===== src/rtl/rcr_pkg.sv =====
package rcr_pkg;

  // Register geometry
  localparam int unsigned REG_W   = 8;
  localparam int unsigned NUM_SRC = 4;

  // Flag positions: software decodes these, so they are fixed
  typedef enum int unsigned {
    SRC_POWER = 0,
    SRC_PIN   = 1,
    SRC_BROWN = 2,
    SRC_WDOG  = 3
  } src_e;

endpackage


===== src/rtl/rcr_flag_cell.sv =====
module rcr_flag_cell #(
  parameter bit POWER_BIT = 1'b0
) (
  input  logic clk,
  input  logic por_i,
  input  logic evt_i,
  input  logic clr_i,
  output logic q_o
);

  logic flag_q;
  logic flag_d;
  logic flag_en;

  generate
    if (POWER_BIT) begin : g_power
      // The power event is the only set source; a clearing write is the only clear
      always_comb begin
        flag_en = por_i | evt_i | clr_i;
        flag_d  = por_i | evt_i;
      end
    end else begin : g_warm
      // Power-on wipes this flag; its own event sets it, and a set beats a clear
      always_comb begin
        flag_en = por_i | evt_i | clr_i;
        if (por_i) begin
          flag_d = 1'b0;
        end else if (evt_i) begin
          flag_d = 1'b1;
        end else begin
          flag_d = 1'b0;
        end
      end
    end
  endgenerate

  // No reset on purpose: the flop must survive every warm reset
  always_ff @(posedge clk) begin
    if (flag_en) begin
      flag_q <= flag_d;
    end
  end

  assign q_o = flag_q;

endmodule


===== src/rtl/rcr_read_mux.sv =====
module rcr_read_mux #(
  parameter int unsigned REG_W   = rcr_pkg::REG_W,
  parameter int unsigned NUM_SRC = rcr_pkg::NUM_SRC
) (
  input  logic [NUM_SRC-1:0] flags_i,
  output logic [REG_W-1:0]   rd_o
);

  localparam int unsigned RSV_W = REG_W - NUM_SRC;

  generate
    if (RSV_W > 0) begin : g_rsv
      always_comb begin
        rd_o = {{RSV_W{1'b0}}, flags_i};
      end
    end else begin : g_full
      always_comb begin
        rd_o = flags_i;
      end
    end
  endgenerate

endmodule


===== src/rtl/rst_cause_reg.sv =====
module rst_cause_reg #(
  parameter int unsigned REG_W   = rcr_pkg::REG_W,
  parameter int unsigned NUM_SRC = rcr_pkg::NUM_SRC
) (
  input  logic             clk,
  input  logic             por_evt,
  input  logic             bor_evt,
  input  logic             ext_evt,
  input  logic             wdt_evt,
  input  logic             wr_en,
  input  logic [REG_W-1:0] wr_data,
  output logic [REG_W-1:0] rd_data
);

  import rcr_pkg::*;

  logic [NUM_SRC-1:0] evt_vec;
  logic [NUM_SRC-1:0] clr_vec;
  logic [NUM_SRC-1:0] flags;

  // Event vector ordered by flag position
  always_comb begin
    evt_vec            = '0;
    evt_vec[SRC_POWER] = por_evt;
    evt_vec[SRC_PIN]   = ext_evt;
    evt_vec[SRC_BROWN] = bor_evt;
    evt_vec[SRC_WDOG]  = wdt_evt;
  end

  // A written zero requests a clear; a written one requests nothing
  always_comb begin
    clr_vec = {NUM_SRC{wr_en}} & ~wr_data[NUM_SRC-1:0];
  end

  for (genvar k = 0; k < NUM_SRC; k++) begin : g_flag
    rcr_flag_cell #(
      .POWER_BIT (k == SRC_POWER)
    ) u_cell (
      .clk   (clk),
      .por_i (por_evt),
      .evt_i (evt_vec[k]),
      .clr_i (clr_vec[k]),
      .q_o   (flags[k])
    );
  end

  rcr_read_mux #(
    .REG_W   (REG_W),
    .NUM_SRC (NUM_SRC)
  ) u_rd (
    .flags_i (flags),
    .rd_o    (rd_data)
  );

  // ---------------------------------------------------------------------------
  // Assertions: armed by the first power-on event, since flags have no reset
  // ---------------------------------------------------------------------------
  logic chk_armed_q;
  always_ff @(posedge clk) begin
    if (por_evt) begin
      chk_armed_q <= 1'b1;
    end
  end

  a_r2_power_result: assert property (@(posedge clk) disable iff (chk_armed_q !== 1'b1)
    por_evt |=> (flags == NUM_SRC'(1)));

  a_r3_wdog_sets: assert property (@(posedge clk) disable iff (chk_armed_q !== 1'b1)
    (wdt_evt && !por_evt) |=> flags[SRC_WDOG]);

  a_r4_brown_sets: assert property (@(posedge clk) disable iff (chk_armed_q !== 1'b1)
    (bor_evt && !por_evt) |=> flags[SRC_BROWN]);

  a_r5_pin_sets: assert property (@(posedge clk) disable iff (chk_armed_q !== 1'b1)
    (ext_evt && !por_evt) |=> flags[SRC_PIN]);

  // ones in the reserved write bits together with ones in the flag bits change nothing
  a_r1_rsv_write_inert: assert property (@(posedge clk) disable iff (chk_armed_q !== 1'b1)
    (wr_en && (|wr_data[REG_W-1:NUM_SRC]) && (&wr_data[NUM_SRC-1:0]) && (evt_vec == '0))
      |=> $stable(flags));

  for (genvar k = 0; k < NUM_SRC; k++) begin : g_chk
    a_r6_zero_clears: assert property (@(posedge clk) disable iff (chk_armed_q !== 1'b1)
      (wr_en && !wr_data[k] && !evt_vec[k] && !por_evt) |=> !flags[k]);

    a_r7_one_inert: assert property (@(posedge clk) disable iff (chk_armed_q !== 1'b1)
      (wr_en && wr_data[k] && !flags[k] && !evt_vec[k] && !por_evt) |=> !flags[k]);

    a_r9_sticky: assert property (@(posedge clk) disable iff (chk_armed_q !== 1'b1)
      (flags[k] && !por_evt && !(wr_en && !wr_data[k])) |=> flags[k]);

    if (k != SRC_POWER) begin : g_warm_chk
      a_r8_set_wins: assert property (@(posedge clk) disable iff (chk_armed_q !== 1'b1)
        (evt_vec[k] && wr_en && !wr_data[k] && !por_evt) |=> flags[k]);
    end
  end

endmodule


===== config.mk =====
export PLATFORM = sky130hd
export DESIGN_NAME = rst_cause_reg
export DESIGN_NICKNAME = d
export VERILOG_FILES = /design/src/rtl/rcr_pkg.sv /design/src/rtl/rcr_flag_cell.sv /design/src/rtl/rcr_read_mux.sv /design/src/rtl/rst_cause_reg.sv
export SDC_FILE = /design/constraint.sdc
export NUM_CORES = 1
export LEC_CHECK = 0
export CAP_MARGIN = 20
export CELL_PAD_IN_SITES_DETAIL_PLACEMENT = 0
export CELL_PAD_IN_SITES_GLOBAL_PLACEMENT = 1
export CORE_MARGIN = 1.5
export CORE_UTILIZATION = 18
export DETAILED_ROUTE_END_ITERATION = 7
export GPL_ROUTABILITY_DRIVEN = 0
export PLACE_DENSITY_LB_ADDON = 0.05
export SLEW_MARGIN = 20
export SYNTH_ARGS = -nofsm -noshare
export SYNTH_HDL_FRONTEND = slang
export SYNTH_SLANG_ARGS = --single-unit

===== constraint.sdc =====
create_clock -name clk -period 0.8 [get_ports clk]
set_input_delay 0.08 -clock clk [delete_from_list [all_inputs] [get_ports clk]]
set_output_delay 0.08 -clock clk [all_outputs]
set_load 0.1 [all_outputs]

# Word level (Yosys, flattened, before mapping)
# Cells that the tools add are included.
[totals] register_bits=4 out_inout_bits=8
[op_classes] mux=3 bitwise_logic=9
[op_table] op="$or A1 B1 Y1" n=7
[op_table] op="$and A4 B4 Y4" n=1
[op_table] op="$not A4 Y4" n=1
[op_table] op="$mux W1" n=3

# Depth between registers and ports, before layout
# Gate-level depths: netlist of the first run.
[logic_depth] word_depth=3 mapped_depth=2 ltp_nobuf=2

# By module
# A second synthesis of the first run with hierarchy kept.
[hier_totals] cells_unflattened=25 hier_area_um2=269.0
[by_module_without_submodules] mod="rcr_flag_cell" n_inst=4 cells_per_inst=3 area_each_um2=42.5 seq_area_each_um2=30.0
[by_module_without_submodules] mod="rcr_read_mux" n_inst=1 cells_per_inst=9 area_each_um2=63.8 seq_area_each_um2=0.0
[by_module_without_submodules] mod="rst_cause_reg" n_inst=1 cells_per_inst=4 area_each_um2=35.0 seq_area_each_um2=0.0

# Least setup slack after synthesis of the first run
# Ideal clock, no wire load.
[synth_timing] path_type="flip-flop to output port" startpoint="register g_flag[0].u_cell.flag_q" endpoint="output port rd_data[0]" arrival_time_ps=575 setup_slack_ps=145 t_required_ps=720 path_stages_with_launch=2 cell_sequence="edfxtp_1 -> buf_4"
[synth_rtl] element="from (decl)" line_no="rcr_flag_cell.sv:11" source="logic flag_q;"
[synth_rtl] element="from (signal assigned)" line_no="rcr_flag_cell.sv:40" source="flag_q <= flag_d;"
[synth_rtl] element="to (decl)" line_no="rst_cause_reg.sv:12" source="output logic [REG_W-1:0] rd_data"
# No word-level cell between the ends.

# Worst setup path after layout of the first run
[layout_timing] startpoint="register g_flag[0].u_cell.flag_q" endpoint="output port rd_data[0]"
# No word-level cell between the ends.

==> flow_summary.yaml, run 1 <==
timing:
  fin_crit_ns: 0.910
  tns_ns: -0.412
  grt_setup_unrepaired: "yes"
  finalCritPeriodShare_pct: 114
  finalHoldViolCount: 0
  finalMaxSlewViolations: 0
  setup_viol: 4
  fmax_ghz: 1.10
  finalWorstSetupSlack_ns: -0.110
die:
  dieArea_mm2: 0.00156
  start_util_pct: 20.5
  die_h_um: 39.5
  core-area_mm2: 0.00117
  fp.dieW_um: 39.5
  ios: 22
  rows: 12
synth:
  synth_area_um2: 240
  synth_seq_cells: 4
  ys_warn_count: 0
  synth-seq-area-share_pct: 50.0
  syn_inst: 24
  ys_types: 8
  synth_area_per_cell_um2: 10.0
routing:
  drt-initial-drc-count: 4
  drc_errors: 0
  via_per_inst: 3.78
  wl_um: 439
  dr.pass1.iters: 4
  routed-via-count: 189
  routedWlPerCell_um: 8.78
  ant_nets: 0
setup_path:
  critical_path_class: "reg -> out"
  worstPathArrival_ns: 0.83
  max_stage_delay_ns: 0.41
  cp.required_ns: 0.72
  end_kind: "output pin"
  cp_max_fo: 1
  critPathBufInv: 1
  cpMaxStageDelayCell: "edfxtp_1"
  crit_family: "flip-flops"
  crit_path_cell_trace: "buf_12"
  cp-start-kind: "flop"
pwr:
  power_mw: 0.899
  ir_worst_vdd_uv: 625
  power.density_mw_per_mm2: 2130
  leakagePower_nw: 0.180
cells_and_area:
  syn_to_final_growth_pct: 75.5
  antenna-diode-count: 0
  fill_cells: 122
  regArea_um2: 120
  layout_commonest_cell: "clkdlybuf4s50_1"
  drive_gt1_share_pct: 33.3
  fin_nets: 52
  multi_input_area_um2: 78.8
  layout_common_cells: "clkdlybuf4s50_1, conb_1, edfxtp_1, buf_12"
  largest_reg_flops: 4
run_status:
  status: "finished with violations"
  violations: "setup timing"
grt:
  grt_remaining_overflow: 0
  grt_pass1_wl_um: 690
  grt_max_degree: 8
  grt_pass1_vias: 158
  track_usage_pct: 8.15
  antenna_found_initial: 0
clock_network:
  numCtsBuffers: 3
  cts_root_buffer: "clkbuf_4"
  htree_levels: 1
  cts_tree: "done"
  cts_setup_buffers: 0
  clockBufferDepth: 2
  cts_sinks: 4
  hold_buffers: 0
  clk_pin_slew_ns: 0.04
hold_path:
  min-delay-path-class: "in -> reg"
job:
  maxCapViolations: 0
place:
  io_buffers: 13
[cell usage after synthesis]
cell type	instances	area share, %
buf_4	8	25
conb_1	1	1.6
edfxtp_1	4	50
inv_1	1	1.6
nor2_1	3	4.7
nor2b_1	3	7.8
o21ai_0	3	6.2
o21bai_1	1	3.1
[cells by family (layout without fill, tap and decap cells)]
group	count (synthesis)	count (layout)	share of synthesized area, %
simple gates	6	6	12.5
flops	4	4	50.0
buf+inv	9	18	26.6
compound gates	4	4	9.37
other cells	1	4	1.56
[metrics by stage]
step / util (%) / setup WS (ns) / std cells / hold slack (ns) / cell area (µm²)
after floorplan: - / 0.145 / 27 / 0.179 / 251
after global placement: 33.0 / -0.333 / 47 / 0.613 / 387
after detailed placement: 33.0 / -0.349 / 47 / 0.613 / 387
after CTS: 35.1 / -0.126 / 50 / 0.375 / 412
after global routing: 36.0 / -0.133 / 50 / 0.272 / 422
final: 36.0 / -0.110 / 50 / 0.248 / 422
[where the power goes]
part / total (mW) / switching, mW / internal [mW]
registers: 0.270 / 0.0149 / 0.255
clock network: 0.247 / 0.0798 / 0.168
logic: 0.381 / 0.258 / 0.122
[final cells by class]
| type | instances | area share (%) |
|---|---|---|
| flip-flops and latches | 4 | 28.5 |
| clock buffers | 3 | 5.34 |
| repair buffers | 14 | 42.4 |
| inverters | 1 | 0.890 |
| multi-input cells | 14 | 18.7 |
| well taps | 14 | 4.15 |
[final timing paths]
path,from,endpoint,slack (ns),depth (start not counted)
setup / recovery,g_flag[0].u_cell.q_o$_DFFE_PP_,rd_data[0],-0.11,1
hold / removal,wr_en,g_flag[3].u_cell.q_o$_SDFFCE_PP0P_,0.25,3
[metal layers]
layer  global-route usage (%)  vias to the layer above  share of wire, %
li1                         -                       90                 -
met1                     6.53                       84                31
met2                     10.2                       15                57
met3                     3.98                        0                11
met4                     15.5                        0                 0
met5                        0                        -                 0
[repair_timing]
item | in CTS | in global routing
pin swaps | 3 | 2
gates resized for setup | 6 | 3
endpoints found under the setup margin | 9 | 8
endpoints found under the hold margin | 0 | 0
(Power assumes the default switching activity.)
==> run 2, diff against run 1 <==
Settings changed: CORE_UTILIZATION 18 to 20, HOLD_SLACK_MARGIN set to 0.02, SYNTH_HIERARCHICAL set to 1.
==> run 2 against run 1 <==
The flow still finishes with violations (setup timing). Worst hold slack worse by 0.033 ns. Sequential power hardly changed. Cell count is 4.0% higher. Total power is 4.0% lower. Routed wire length is 17% lower. Setup slack better by 0.012 ns. Combinational power is 5.8% lower. Fmax is 1.3% higher. Final area is 3.9% lower. Synthesized cell count is 4.2% higher. Clock power is 6% lower. Critical endpoint is now rd_data[2].
==> flow_summary.yaml, run 2 <==
pwr:
  ir_worst_vdd_uv: 614
  power.density_mw_per_mm2: 2130
  power_mw: 0.863
  leakagePower_nw: 0.185
setup_path:
  worstSetupPathDepth: 1
  crit_path_cell_trace: "buf_12"
  critPathBufInv: 1
  critical_path_class: "reg -> out"
  worstPathArrival_ns: 0.82
  end_kind: "output pin"
  max_stage_delay_ns: 0.40
  cp-start-kind: "flop"
  crit_family: "flip-flops"
  endpoint: "rd_data[2]"
  critPathLaunch: "g_flag[2].u_cell/q_o$_SDFFCE_PP0P_"
  cp.required_ns: 0.72
  cp_max_fo: 1
  cpMaxStageDelayCell: "edfxtp_1"
cells_and_area:
  drive_gt1_share_pct: 48.6
  fin_nets: 53
  largest_reg_flops: 4
  layout_commonest_cell: "buf_2"
  regArea_um2: 120
  fill_cells: 141
  multi_input_area_um2: 100
  antenna-diode-count: 0
  syn_to_final_growth_pct: 50.7
  finalNonFillerCells: 52
  postLayoutCoreUtil_pct: 32.0
clock_network:
  hold_buffers: 0
  numCtsBuffers: 3
  cts_tree: "done"
  cts_sinks: 4
  cts_root_buffer: "clkbuf_4"
  htree_levels: 1
  cts_setup_buffers: 0
  clk_pin_slew_ns: 0.03
  clockBufferDepth: 2
timing:
  whs_ns: 0.215
  setup_viol: 4
  grt_setup_unrepaired: "yes"
  finalWorstSetupSlack_ns: -0.0986
  finalHoldViolCount: 0
  fin_crit_ns: 0.899
  finalCritPeriodShare_pct: 112
  finalMaxSlewViolations: 0
  fmax_ghz: 1.11
die:
  core-area_mm2: 0.00127
  rows: 13
  die_h_um: 39.7
  dieArea_mm2: 0.00157
  ios: 22
  fp.dieW_um: 39.7
  start_util_pct: 21.2
job:
  maxCapViolations: 0
place:
  io_buffers: 13
  placed_cells: 49
run_status:
  violations: "setup timing"
  status: "finished with violations"
synth:
  ys_types: 7
  synth-edff-count: 4
  ys.flop_type: "edfxtp_1"
  synth_most_common_cell: "buf_4"
  synth-seq-area-share_pct: 44.7
  syn_inst: 25
  synth_area_um2: 269
  async_flop_share_pct: 0
  synth_seq_cells: 4
  ys_top_cells_by_area: "edfxtp_1, buf_4, and2b_2"
  synth_top_cell_by_area: "edfxtp_1"
  synth_top_cell_area_share_pct: 44.7
  synthTopCellsByCount: "buf_4, and2b_2, edfxtp_1, or3_1, nor2b_1"
  ys_warn_count: 6
  synth_area_per_cell_um2: 10.8
routing:
  wl_um: 363
  routed-via-count: 185
  via_per_inst: 3.56
  ant_nets: 0
  drt-initial-drc-count: 0
  routedWlPerCell_um: 6.98
  dr.pass1.iters: 1
  drc_errors: 0
hold_path:
  min-delay-path-class: "in -> reg"
grt:
  grt_pass1_wl_um: 614
  antenna_found_initial: 0
  track_usage_pct: 6.48
  grt_remaining_overflow: 0
  grt_max_degree: 10
  grt_pass1_vias: 170
==> run 2: cell count changes after synthesis <==
| cell | delta |
|---|---|
| or3_1 | +4 |
| nor2_1 | -3 |
| o21bai_1 | -1 |
| o21ai_0 | -3 |
| or2_1 | +1 |
| inv_1 | -1 |
| and2b_2 | +4 |
==> run 2: routing by layer <==
metal	up-vias	part of all wire, %	global-route usage (%)
li1	96	-	-
met5	-	0	0
met2	12	57	9.84
met1	77	33	5.46
met3	0	10	3.41
met4	0	0	7.76
==> run 2: cells by family after synthesis <==
kind of cell / synth area share (%)
other: 1.39
buffers and inverters: 22.3
DFF: 44.7
and+or+nand+nor: 31.6
==> run 2: where the power goes <==
part	leakage [nW]	switching (mW)	internal, mW
registers	0.0421	0.0149	0.255
clock network	0.0138	0.0667	0.167
logic	0.129	0.249	0.111
==> run 2: cell type report <==
class | instances | area share [%]
Tap cell | 15 | 4.63
Multi-Input combinational cell | 16 | 24.7
Sequential cell | 4 | 29.6
Timing Repair Buffer | 14 | 35.5
Clock buffer | 3 | 5.56
==> run 2: worst min-delay path by stage <==
stage | startpoint | endpoint | cells past startpoint
6_report | por_evt | g_flag[2].u_cell/q_o$_SDFFCE_PP0P_ | 2
5_1_grt | por_evt | g_flag[0].u_cell/q_o$_DFFE_PP_ | 2
4_1_cts | ext_evt | g_flag[1].u_cell/q_o$_SDFFCE_PP0P_ | 2
3_5_place_dp | g_flag[0].u_cell/q_o$_DFFE_PP_ | rd_data[0] | 1
3_3_place_gp | g_flag[2].u_cell/q_o$_SDFFCE_PP0P_ | rd_data[2] | 1
2_1_floorplan | por_evt | g_flag[0].u_cell/q_o$_DFFE_PP_ | 1
==> run 2: through the flow <==
stage                     cell area (µm²)  worst slack, ns  setup TNS [ns]
after floorplan                       280          -0.0139         -0.0557
final                                 405          -0.0986          -0.382
after CTS                             410           -0.110          -0.425
after detailed placement              417           -0.512           -3.24
after global placement                417           -0.493           -3.08
after global routing                  405           -0.113          -0.446
==> run 2: timing repair <==
| item | CTS | global route |
|---|---|---|
| gates cloned | 0 | 0 |
| pin swaps | 4 | 0 |
| endpoints found under the setup margin | 11 | 8 |
| resized for setup | 21 | 1 |
==> run 3, diff against run 2 <==
Settings changed: REMOVE_ABC_BUFFERS set to 1.
Clock period 0.8 ns to 0.9 ns, I/O delays scaled along.
==> run 3 against run 2 <==
Global-route usage shrank 1.3 points. Largest cell class unchanged. The flow still finishes with violations (setup timing). Critical endpoint unchanged. Highest routed layer unchanged. Count of clock-buffer cells in the layout is the same. First-iteration DRC count is the same. Largest power group unchanged. Final area grew 5.6%. Sequential power shrank 11%. Setup slack gained 0.085 ns. Die area is the same.
==> flow_summary.yaml, run 3 (synthesized netlist as in run 2, its figures left out) <==
setup_path:
  crit_path_cell_trace: "buf_12"
  cp_max_fo: 1
  crit_family: "flip-flops"
  cpMaxStageDelayCell: "edfxtp_1"
  cp-start-kind: "flop"
  critPathLaunch: "g_flag[2].u_cell/q_o$_SDFFCE_PP0P_"
  max_stage_delay_ns: 0.40
  worstPathArrival_ns: 0.82
  end_kind: "output pin"
  critical_path_class: "reg -> out"
  critPathBufInv: 1
  cp.required_ns: 0.81
routing:
  routed-via-count: 175
  dr.pass1.iters: 1
  via_per_inst: 3.37
  drc_errors: 0
  ant_nets: 0
  wl_um: 360
  drt-initial-drc-count: 0
  routedWlPerCell_um: 6.92
clock_network:
  cts_root_buffer: "clkbuf_4"
  clockBufferDepth: 2
  htree_levels: 1
  cts_tree: "done"
  clk_pin_slew_ns: 0.04
  numCtsBuffers: 3
  cts_sinks: 4
  hold_buffers: 0
grt:
  track_usage_pct: 5.18
  grt_remaining_overflow: 0
  grt_max_degree: 10
  grt_pass1_wl_um: 483
  antenna_found_initial: 0
  grt_pass1_vias: 146
run_status:
  violations: "setup timing"
  status: "finished with violations"
cells_and_area:
  layout_commonest_cell: "dlygate4sd2_1"
  largest_reg_flops: 4
  drive_gt1_share_pct: 35.1
  fin_nets: 53
  syn_to_final_growth_pct: 59.1
  antenna-diode-count: 0
  postLayoutCoreUtil_pct: 33.7
  fin_area_um2: 428
die:
  ios: 22
  rows: 13
  dieArea_mm2: 0.00157
  fp.dieW_um: 39.7
  die_h_um: 39.7
  start_util_pct: 21.2
  core-area_mm2: 0.00127
timing:
  grt_setup_unrepaired: "yes"
  fmax_ghz: 1.10
  finalCritPeriodShare_pct: 101
  whs_ns: 0.311
  finalHoldViolCount: 0
  setup_viol: 4
  finalMaxSlewViolations: 0
  finalWorstSetupSlack_ns: -0.0132
  fin_crit_ns: 0.913
hold_path:
  min-delay-path-class: "in -> reg"
  hold_start: "wr_en"
job:
  maxCapViolations: 0
place:
  place_area_um2: 417
  io_buffers: 13
pwr:
  ir_worst_vdd_uv: 450
  leakagePower_nw: 0.188
  power.density_mw_per_mm2: 1830
[run 3: cell count changes in the layout (fill, tap and decap cells not counted)]
cell	before	now
clkdlybuf4s50_1	0	3
buf_2	5	0
dlygate4sd2_1	3	5
[run 3: power by group]
group          switching (mW)  total [mW]  internal (mW)  leakage [nW]
logic                   0.221       0.328          0.106         0.132
registers              0.0131       0.240          0.227        0.0421
clock network          0.0682       0.217          0.149        0.0138
total                   0.302       0.784          0.482         0.188
[run 3: area by class of cell]
type	count	area [µm²]
Clock buffer	3	22.5
Multi-Input combinational cell	16	100
Fill cell	140	841
Timing Repair Buffer	14	166
Sequential cell	4	120
Tap cell	15	18.8
[run 3: final timing paths]
kind | end | depth (start not counted)
max | rd_data[2] | 1
min | g_flag[2].u_cell/q_o$_SDFFCE_PP0P_ | 3
[run 3: timing repair]
| item | CTS | global route |
|---|---|---|
| pin swaps | 4 | 0 |
| gates resized for setup | 7 | 1 |
| buffers inserted | 0 | 0 |
| setup endpoints to repair | 8 | 8 |
[run 3: layer usage]
layer	vias up	GRT usage, %	wire length (µm)
li1	96	-	-
met5	-	0	0
met1	67	3.75	123
met2	12	8.61	207
met3	0	1.70	30
met4	0	7.76	0
[run 3: through the flow]
stage / instances / setup TNS [ns] / setup slack [ns] / total power, mW
floorplan: 20 / -0.376 / -0.0940 / 0.454
global placement: 49 / -2.38 / -0.406 / 0.581
detailed placement: 49 / -2.45 / -0.417 / 0.582
CTS: 52 / -0.0777 / -0.0247 / 0.793
global route: 52 / -0.107 / -0.0342 / 0.807
finish: 52 / -0.0393 / -0.0132 / 0.784
